File: src/rtl/overlay_pkg.sv
package overlay_pkg;

    localparam int unsigned DEF_ADDR_W = 16;
    localparam int unsigned DEF_DATA_W = 8;
    localparam int unsigned DEF_WIN_W  = 12;

    typedef enum logic [1:0] {
        CYC_IDLE  = 2'd0,
        CYC_FETCH = 2'd1,
        CYC_READ  = 2'd2,
        CYC_WRITE = 2'd3
    } cyc_kind_e;

    typedef struct packed {
        cyc_kind_e kind;
        logic      in_win;
    } cyc_t;

    function automatic cyc_kind_e classify(input logic rd, input logic wr, input logic m1);
        if (wr)
            return CYC_WRITE;
        else if (rd && m1)
            return CYC_FETCH;
        else if (rd)
            return CYC_READ;
        return CYC_IDLE;
    endfunction

endpackage

File: src/rtl/overlay_cycle_decode.sv
module overlay_cycle_decode
    import overlay_pkg::*;
#(
    parameter int unsigned HI_W = DEF_ADDR_W - DEF_WIN_W
) (
    input  logic [HI_W-1:0] addr_hi,
    input  logic            rd,
    input  logic            wr,
    input  logic            m1,
    output cyc_t            cyc
);

    always_comb begin
        cyc.kind   = classify(rd, wr, m1);
        cyc.in_win = &addr_hi;
    end

endmodule

File: src/rtl/overlay_bank_track.sv
module overlay_bank_track
    import overlay_pkg::*;
(
    input  logic clk,
    input  logic rst,
    input  cyc_t cyc,
    output logic bank_rom
);

    always_ff @(posedge clk) begin
        if (rst)
            bank_rom <= 1'b1;
        else if (cyc.kind == CYC_FETCH)
            bank_rom <= cyc.in_win;
    end

    // a fetch inside the window leaves the flag at ROM
    assert_win_fetch_sets_rom_R3: assert property (@(posedge clk) disable iff (rst)
        (cyc.kind == CYC_FETCH && cyc.in_win) |=> bank_rom);

    // a fetch below the window leaves the flag at video RAM
    assert_low_fetch_clears_R4: assert property (@(posedge clk) disable iff (rst)
        (cyc.kind == CYC_FETCH && !cyc.in_win) |=> !bank_rom);

    // non-fetch cycles hold the flag
    assert_flag_hold_R9: assert property (@(posedge clk) disable iff (rst)
        (cyc.kind != CYC_FETCH) |=> $stable(bank_rom));

    // reset forces the ROM state
    assert_reset_rom_R7: assert property (@(posedge clk)
        rst |=> bank_rom);

endmodule

File: src/rtl/overlay_select.sv
module overlay_select
    import overlay_pkg::*;
#(
    parameter int unsigned DATA_W = DEF_DATA_W
) (
    input  logic              clk,
    input  logic              rst,
    input  cyc_t              cyc,
    input  logic              bank_rom,
    input  logic [DATA_W-1:0] ram_rdata,
    input  logic [DATA_W-1:0] rom_rdata,
    input  logic [DATA_W-1:0] vram_rdata,
    output logic              ram_cs,
    output logic              ram_we,
    output logic              rom_cs,
    output logic              vram_cs,
    output logic              vram_we,
    output logic [DATA_W-1:0] cpu_rdata
);

    logic is_rd;
    logic use_rom;

    always_comb begin
        is_rd   = (cyc.kind == CYC_FETCH) || (cyc.kind == CYC_READ);
        // fetches pick by address alone; data reads follow the flag
        use_rom = (cyc.kind == CYC_FETCH) ? 1'b1 : bank_rom;

        ram_cs  = 1'b0;
        ram_we  = 1'b0;
        rom_cs  = 1'b0;
        vram_cs = 1'b0;
        vram_we = 1'b0;

        if (cyc.kind == CYC_WRITE) begin
            if (cyc.in_win) begin
                vram_cs = 1'b1;
                vram_we = 1'b1;
            end else begin
                ram_cs = 1'b1;
                ram_we = 1'b1;
            end
        end else if (is_rd) begin
            if (!cyc.in_win)
                ram_cs = 1'b1;
            else if (use_rom)
                rom_cs = 1'b1;
            else
                vram_cs = 1'b1;
        end
    end

    always_comb begin
        cpu_rdata = '0;
        if (is_rd) begin
            if (ram_cs)
                cpu_rdata = ram_rdata;
            else if (rom_cs)
                cpu_rdata = rom_rdata;
            else if (vram_cs)
                cpu_rdata = vram_rdata;
        end
    end

    // selects are mutually exclusive
    assert_one_select_R8: assert property (@(posedge clk) disable iff (rst)
        $onehot0({ram_cs, rom_cs, vram_cs}));

    // window writes reach video RAM and never the ROM
    assert_win_write_vram_R6: assert property (@(posedge clk) disable iff (rst)
        (cyc.kind == CYC_WRITE && cyc.in_win) |-> (vram_we && !rom_cs));

    // a window data read while the flag is clear goes to video RAM
    assert_data_read_vram_R5: assert property (@(posedge clk) disable iff (rst)
        (cyc.kind == CYC_READ && cyc.in_win && !bank_rom) |-> (vram_cs && cpu_rdata == vram_rdata));

    // a window fetch is served by ROM even when the flag is clear
    assert_fetch_rom_R2: assert property (@(posedge clk) disable iff (rst)
        (cyc.kind == CYC_FETCH && cyc.in_win) |-> (rom_cs && cpu_rdata == rom_rdata));

endmodule

File: src/rtl/overlay_decode_top.sv
module overlay_decode_top
    import overlay_pkg::*;
#(
    parameter int unsigned ADDR_W = DEF_ADDR_W,
    parameter int unsigned DATA_W = DEF_DATA_W,
    parameter int unsigned WIN_W  = DEF_WIN_W
) (
    input  logic              clk,
    input  logic              rst,
    input  logic [ADDR_W-1:0] cpu_addr,
    input  logic              cpu_rd,
    input  logic              cpu_wr,
    input  logic              cpu_m1,
    input  logic [DATA_W-1:0] ram_rdata,
    input  logic [DATA_W-1:0] rom_rdata,
    input  logic [DATA_W-1:0] vram_rdata,
    output logic              ram_cs,
    output logic              ram_we,
    output logic              rom_cs,
    output logic              vram_cs,
    output logic              vram_we,
    output logic [WIN_W-1:0]  win_offset,
    output logic [DATA_W-1:0] cpu_rdata,
    output logic              bank_rom
);

    localparam int unsigned HI_W = ADDR_W - WIN_W;

    cyc_t cyc;

    assign win_offset = cpu_addr[WIN_W-1:0];

    overlay_cycle_decode #(.HI_W(HI_W)) u_decode (
        .addr_hi (cpu_addr[ADDR_W-1:WIN_W]),
        .rd      (cpu_rd),
        .wr      (cpu_wr),
        .m1      (cpu_m1),
        .cyc     (cyc)
    );

    overlay_bank_track u_bank (
        .clk      (clk),
        .rst      (rst),
        .cyc      (cyc),
        .bank_rom (bank_rom)
    );

    overlay_select #(.DATA_W(DATA_W)) u_sel (
        .clk        (clk),
        .rst        (rst),
        .cyc        (cyc),
        .bank_rom   (bank_rom),
        .ram_rdata  (ram_rdata),
        .rom_rdata  (rom_rdata),
        .vram_rdata (vram_rdata),
        .ram_cs     (ram_cs),
        .ram_we     (ram_we),
        .rom_cs     (rom_cs),
        .vram_cs    (vram_cs),
        .vram_we    (vram_we),
        .cpu_rdata  (cpu_rdata)
    );

endmodule

File: config.mk
export PLATFORM = sky130hd
export DESIGN_NAME = overlay_decode_top
export DESIGN_NICKNAME = d
export VERILOG_FILES = /design/src/rtl/overlay_pkg.sv /design/src/rtl/overlay_cycle_decode.sv /design/src/rtl/overlay_bank_track.sv /design/src/rtl/overlay_select.sv /design/src/rtl/overlay_decode_top.sv
export SDC_FILE = /design/constraint.sdc
export NUM_CORES = 1
export LEC_CHECK = 0
export BUFFER_PORTS_ARGS = -buffer_cell sky130_fd_sc_hd__buf_2
export CORE_MARGIN = 2
export CORE_UTILIZATION = 25
export DETAILED_ROUTE_END_ITERATION = 8
export MAX_ROUTING_LAYER = met4
export PLACE_DENSITY_LB_ADDON = 0.05
export SYNTH_ARGS = -nofsm -noshare
export SYNTH_HDL_FRONTEND = slang
export SYNTH_SLANG_ARGS = --single-unit
File: constraint.sdc
create_clock -name clk -period 1.6 [get_ports clk]
set_input_delay 0.16 -clock clk [delete_from_list [all_inputs] [get_ports clk]]
set_output_delay 0.16 -clock clk [all_outputs]
set_load 0.05 [all_outputs]
**Word-level counts from Yosys, hierarchy flattened**

Index checks and enable logic that the tools add are counted.

- Equality and inequality tests: 3
- Muxes and demuxes: 26
- Reduce and logical (&&, ||, !) cells: 3

Operators with widths:

| kind | number |
|---|---|
| $mux 8 | 4 |
| $mux 1 | 18 |
| $mux 2 | 4 |
| $eq 2x2->1 const B | 2 |
| $reduce_and 4->1 | 1 |
| $eq 2x1->1 const B | 1 |
| $logic_and 1x1->1 | 1 |
| $logic_or 1x1->1 | 1 |

- Flip-flop bits (word level): 1

**Longest topological paths before layout**

- Depth in word-level cells: 14
- Mapped depth: 5

**Hierarchy**

From an unflattened synthesis, not the netlist that was laid out.

- Cell total of the unflattened synthesis: 71
- Area, all modules: 644.4 sq um

By module, submodules not included:

| module | times used | cells each | area each (sq um) | sequential area each (sq um) |
|---|---|---|---|---|
| overlay_select | 1 | 50 | 474.2 | 0.0 |
| overlay_decode_top | 1 | 12 | 90.1 | 0.0 |
| overlay_bank_track | 1 | 5 | 51.3 | 20.0 |
| overlay_cycle_decode | 1 | 4 | 28.8 | 0.0 |

**Least setup slack after synthesis**

OpenSTA, ideal clock, no wires.

- Path kind: register to output
- From: reg u_bank.bank_rom
- To: out cpu_rdata[0]
- Required time: 1.440 ns
- Slack: -0.568 ns
- Arrival time: 2.008 ns
- Cell stages (with the launch flop): 5
- Cell sequence: dfxtp_1 > or2_1 > buf_1 > nand4_1 > a31oi_1

- Longest elaborated chain between the ends: 9
- Elaborated cells between the ends (all ways): 13

Ends and longest elaborated chain:

| what | line | source |
|---|---|---|
| from (decl) | overlay_bank_track.sv:7 | `output logic bank_rom` |
| from (signal assigned) | overlay_bank_track.sv:14 | `bank_rom <= cyc.in_win;` |
| $mux 1 * | overlay_select.sv:27 | `use_rom = (cyc.kind == CYC_FETCH) ? 1'b1 : bank_rom;` |
| $mux 1 | overlay_select.sv:46 | `else if (use_rom)` |
| $mux 1 | overlay_select.sv:44 | `if (!cyc.in_win)` |
| $mux 1 | overlay_select.sv:43 | `end else if (is_rd) begin` |
| $mux 1 | overlay_select.sv:35 | `if (cyc.kind == CYC_WRITE) begin` |
| $mux 8 | overlay_select.sv:60 | `else if (vram_cs)` |
| $mux 8 * | overlay_select.sv:58 | `else if (rom_cs)` |
| $mux 8 * | overlay_select.sv:56 | `if (ram_cs)` |
| $mux 8 * | overlay_select.sv:55 | `if (is_rd) begin` |
| to (decl) | overlay_decode_top.sv:23 | `output logic [DATA_W-1:0] cpu_rdata,` |

Mark *: on every way between the ends. The rest lies on a longest branch, timed or not.

**Worst setup path in the final report**

- From: in cpu_addr[14]
- To: out cpu_rdata[6]

- Longest elaborated chain between the ends: 8
- Elaborated cells between the ends (all ways): 15

Ends and longest elaborated chain:

| what | line | source |
|---|---|---|
| from (decl) | overlay_decode_top.sv:10 | `input logic [ADDR_W-1:0] cpu_addr,` |
| $reduce_and 4->1 * | overlay_cycle_decode.sv:15 | `cyc.in_win = &addr_hi;` |
| $mux 1 | overlay_select.sv:44 |  |
| $mux 1 | overlay_select.sv:43 |  |
| $mux 1 | overlay_select.sv:35 |  |
| $mux 8 | overlay_select.sv:60 |  |
| $mux 8 | overlay_select.sv:58 |  |
| $mux 8 * | overlay_select.sv:56 |  |
| $mux 8 * | overlay_select.sv:55 |  |

Marked as above.

==> key figures <==
Run status
  – Status: completed

Place
  – GP Congestion: 0.646
  – Placed cells: 116
  – Port Buffers: 46
  – Detailed Place HPWL: 1.17 mm
  – Place WS: 0.114 ns

Setup path
  – Crit-path cells: buf_2 -> and4_1 -> buf_4 -> o211ai_1 -> a31oi_4 -> buf_2
  – Crit end category: primary output
  – CP bufs+invs: 3
  – CP Class: in2out
  – Crit path DAT: 1.31 ns
  – Critical Path Start: cpu_addr[14]
  – Crit path largest cell delay: 0.28 ns
  – CP most frequent cell: buf_2
  – Startpoint Class: input port
  – CP max-delay cell: buf_2
  – Crit Path Max Fanout: 12
  – WP data required: 1.44 ns
  – Family with the most delay on the worst path: buffers and inverters
  – Reg2reg start: u_bank.bank_rom

Synth
  – Post-synthesis xor/xnor area fraction: 0
  – Syn Inst Count: 64
  – Mapped Area: 439 um^2
  – Post-synthesis sequential area ratio: 0.0456
  – Synth Area in Adders: 0
  – Area fraction of the dominant cell type after synthesis: 0.239
  – Main synth FF type: dfxtp_1
  – Yosys cell types: 20
  – Async SR Flop Fraction: 0
  – Yosys top cell by area: buf_4
  – YS warnings: 0
  – Synthesis-stage register bit count: 1
  – Synth Area per Inst: 6.86 um^2
  – Synth area leaders: buf_4, o211ai_1, a31oi_1, nand4_1, o21ai_0
  – Synth Area in Compound Gates: 0.425
  – Simple-gate share of the synthesized area: 0.234
  – EDFF count, synth: 0
  – Net count after synthesis: 109
  – Mux cell area share after synthesis: 0
  – Largest family of logic cells by synthesized area: compound AO/OA/AOI/OAI gates

Layout
  – Largest register FFs: 1
  – Fillers: 188
  – Final non-filler cell total: 116
  – Nets: 146
  – Share of cells above drive strength 1: 0.657
  – Regs by FF count: u_bank.bank_rom (1)
  – Ant. Diodes: 0
  – P&R area growth vs syn: 69.8%
  – Most common cell after layout, fill and taps aside: buf_2
  – Reg with most FFs: u_bank.bank_rom

Power and ir drop
  – Tot Pwr: 0.206 mW
  – VDD IR-drop max: 0.177 mV
  – Pwr per Cell Area: 276 nW/um^2
  – Leakage: 0.308 nW

Timing
  – Worst hold margin: 0.320 ns
  – Final Hold Fails: 0
  – Slew headroom: 0.768
  – RSZ-0062 raised after global routing: false
  – Final Slew Violations: 0
  – Fin Setup TNS: 0 ns
  – Fmax achieved: 682 MHz
  – Clk_skew: 0 ns
  – Setup-failing EPs final: 0
  – Worst-Margin Slew: 0.344 ns
  – Fin crit period: 1.47 ns
  – Final Worst Setup Slack: 0.133 ns
  – Period utilisation layout: 0.917

GRT
  – GRT Total Usage: 0.141
  – Global-route wire length before repair: 2.26 mm
  – Largest net degree at the start of global routing: 20
  – Number of global-route vias before repair: 563
  – Initial antenna violation count: 0
  – Total gr overflow: 0

Clock tree
  – Clock latency at the later pin of the worst-skew pair: 0 ns
  – Post-CTS setup buffers: 0
  – Cts repair resizes: 0
  – Hold buffer count at cts: 0

Drt
  – Routed WL per cell: 12.8 um
  – 1st-iter DRT viols: 2
  – Vias post-DR: 628
  – DR pass1 iterations: 2
  – Antenna violation net count after detailed routing: 0
  – DRC Markers: 0
  – DRT Wirelength: 1.49 mm
  – Via density: 5.41

Floorplanning
  – FP Rows: 15
  – Core region area: 1690 um^2
  – Initial Util: 0.260
  – Die width: 45.9 um
  – I/O Pins: 71
  – Die area: 2110 um^2
  – Die H: 45.9 um

Worst hold path
  – Worst Hold Launch: cpu_addr[3]
  – HP Class: in2out

Flow run
  – Number of max-cap violations: 0
layout make-up:
cell class | count | area, um^2 | share of cell area
flip-flops and latches | 1 | 21.3 | 0.0285
well taps | 17 | 21.3 | 0.0285
multi-input cells | 43 | 409 | 0.549
repair buffers | 54 | 290 | 0.389
inverters | 1 | 3.75 | 0.00503
cells in the mapped netlist, drive strengths merged, types with 2 or more instances:
| cell type | n |
|---|---|
| a31oi | 8 |
| buf | 17 |
| clkbuf | 2 |
| nand4 | 8 |
| nor2b | 2 |
| o211ai | 8 |
| o21ai | 8 |
routing by layer:
| layer | track usage | part of all wire | vias up | wire length, um |
|---|---|---|---|---|
| met2 | 0.250 | 0.51 | 28 | 753 |
| met3 | 0 | 0.071 | 4 | 106 |
| met5 | - | 0 | - | 0 |
| met1 | 0.179 | 0.42 | 285 | 619 |
| li1 | - | - | 311 | - |
| met4 | 0.0229 | 0.0067 | 0 | 10 |
logic make-up (layout without fill, tap and decap cells):
logic type / count (synthesis) / count (layout)
buffers and inverters: 20 / 55
AOI/OAI and AO/OA: 28 / 28
and+or+nand+nor: 15 / 15
DFF: 1 / 1
path summary, 6_finish.rpt:
path,to,slack [ns],depth (start not counted)
worst max-delay path,cpu_rdata[6],0.13,6
worst max register to register,u_bank.bank_rom,0.73,2
worst min register to register,u_bank.bank_rom,0.63,2
worst min-delay path,win_offset[3],0.32,0
power breakdown:
| part | leakage (nW) | internal, mW | switching [mW] |
|---|---|---|---|
| clock network | 0 | 0 | 0 |
| registers | 0.00784 | 0.0271 | 0.00127 |
| logic | 0.300 | 0.0674 | 0.110 |
stage by stage:
stage | instance area, um^2 | utilization
floorplan | 561 | -
global placement | 746 | 0.441
detailed placement | 746 | 0.441
CTS | 746 | 0.441
global route | 746 | 0.441
finish | 746 | 0.441
(Power assumes the default switching activity.)
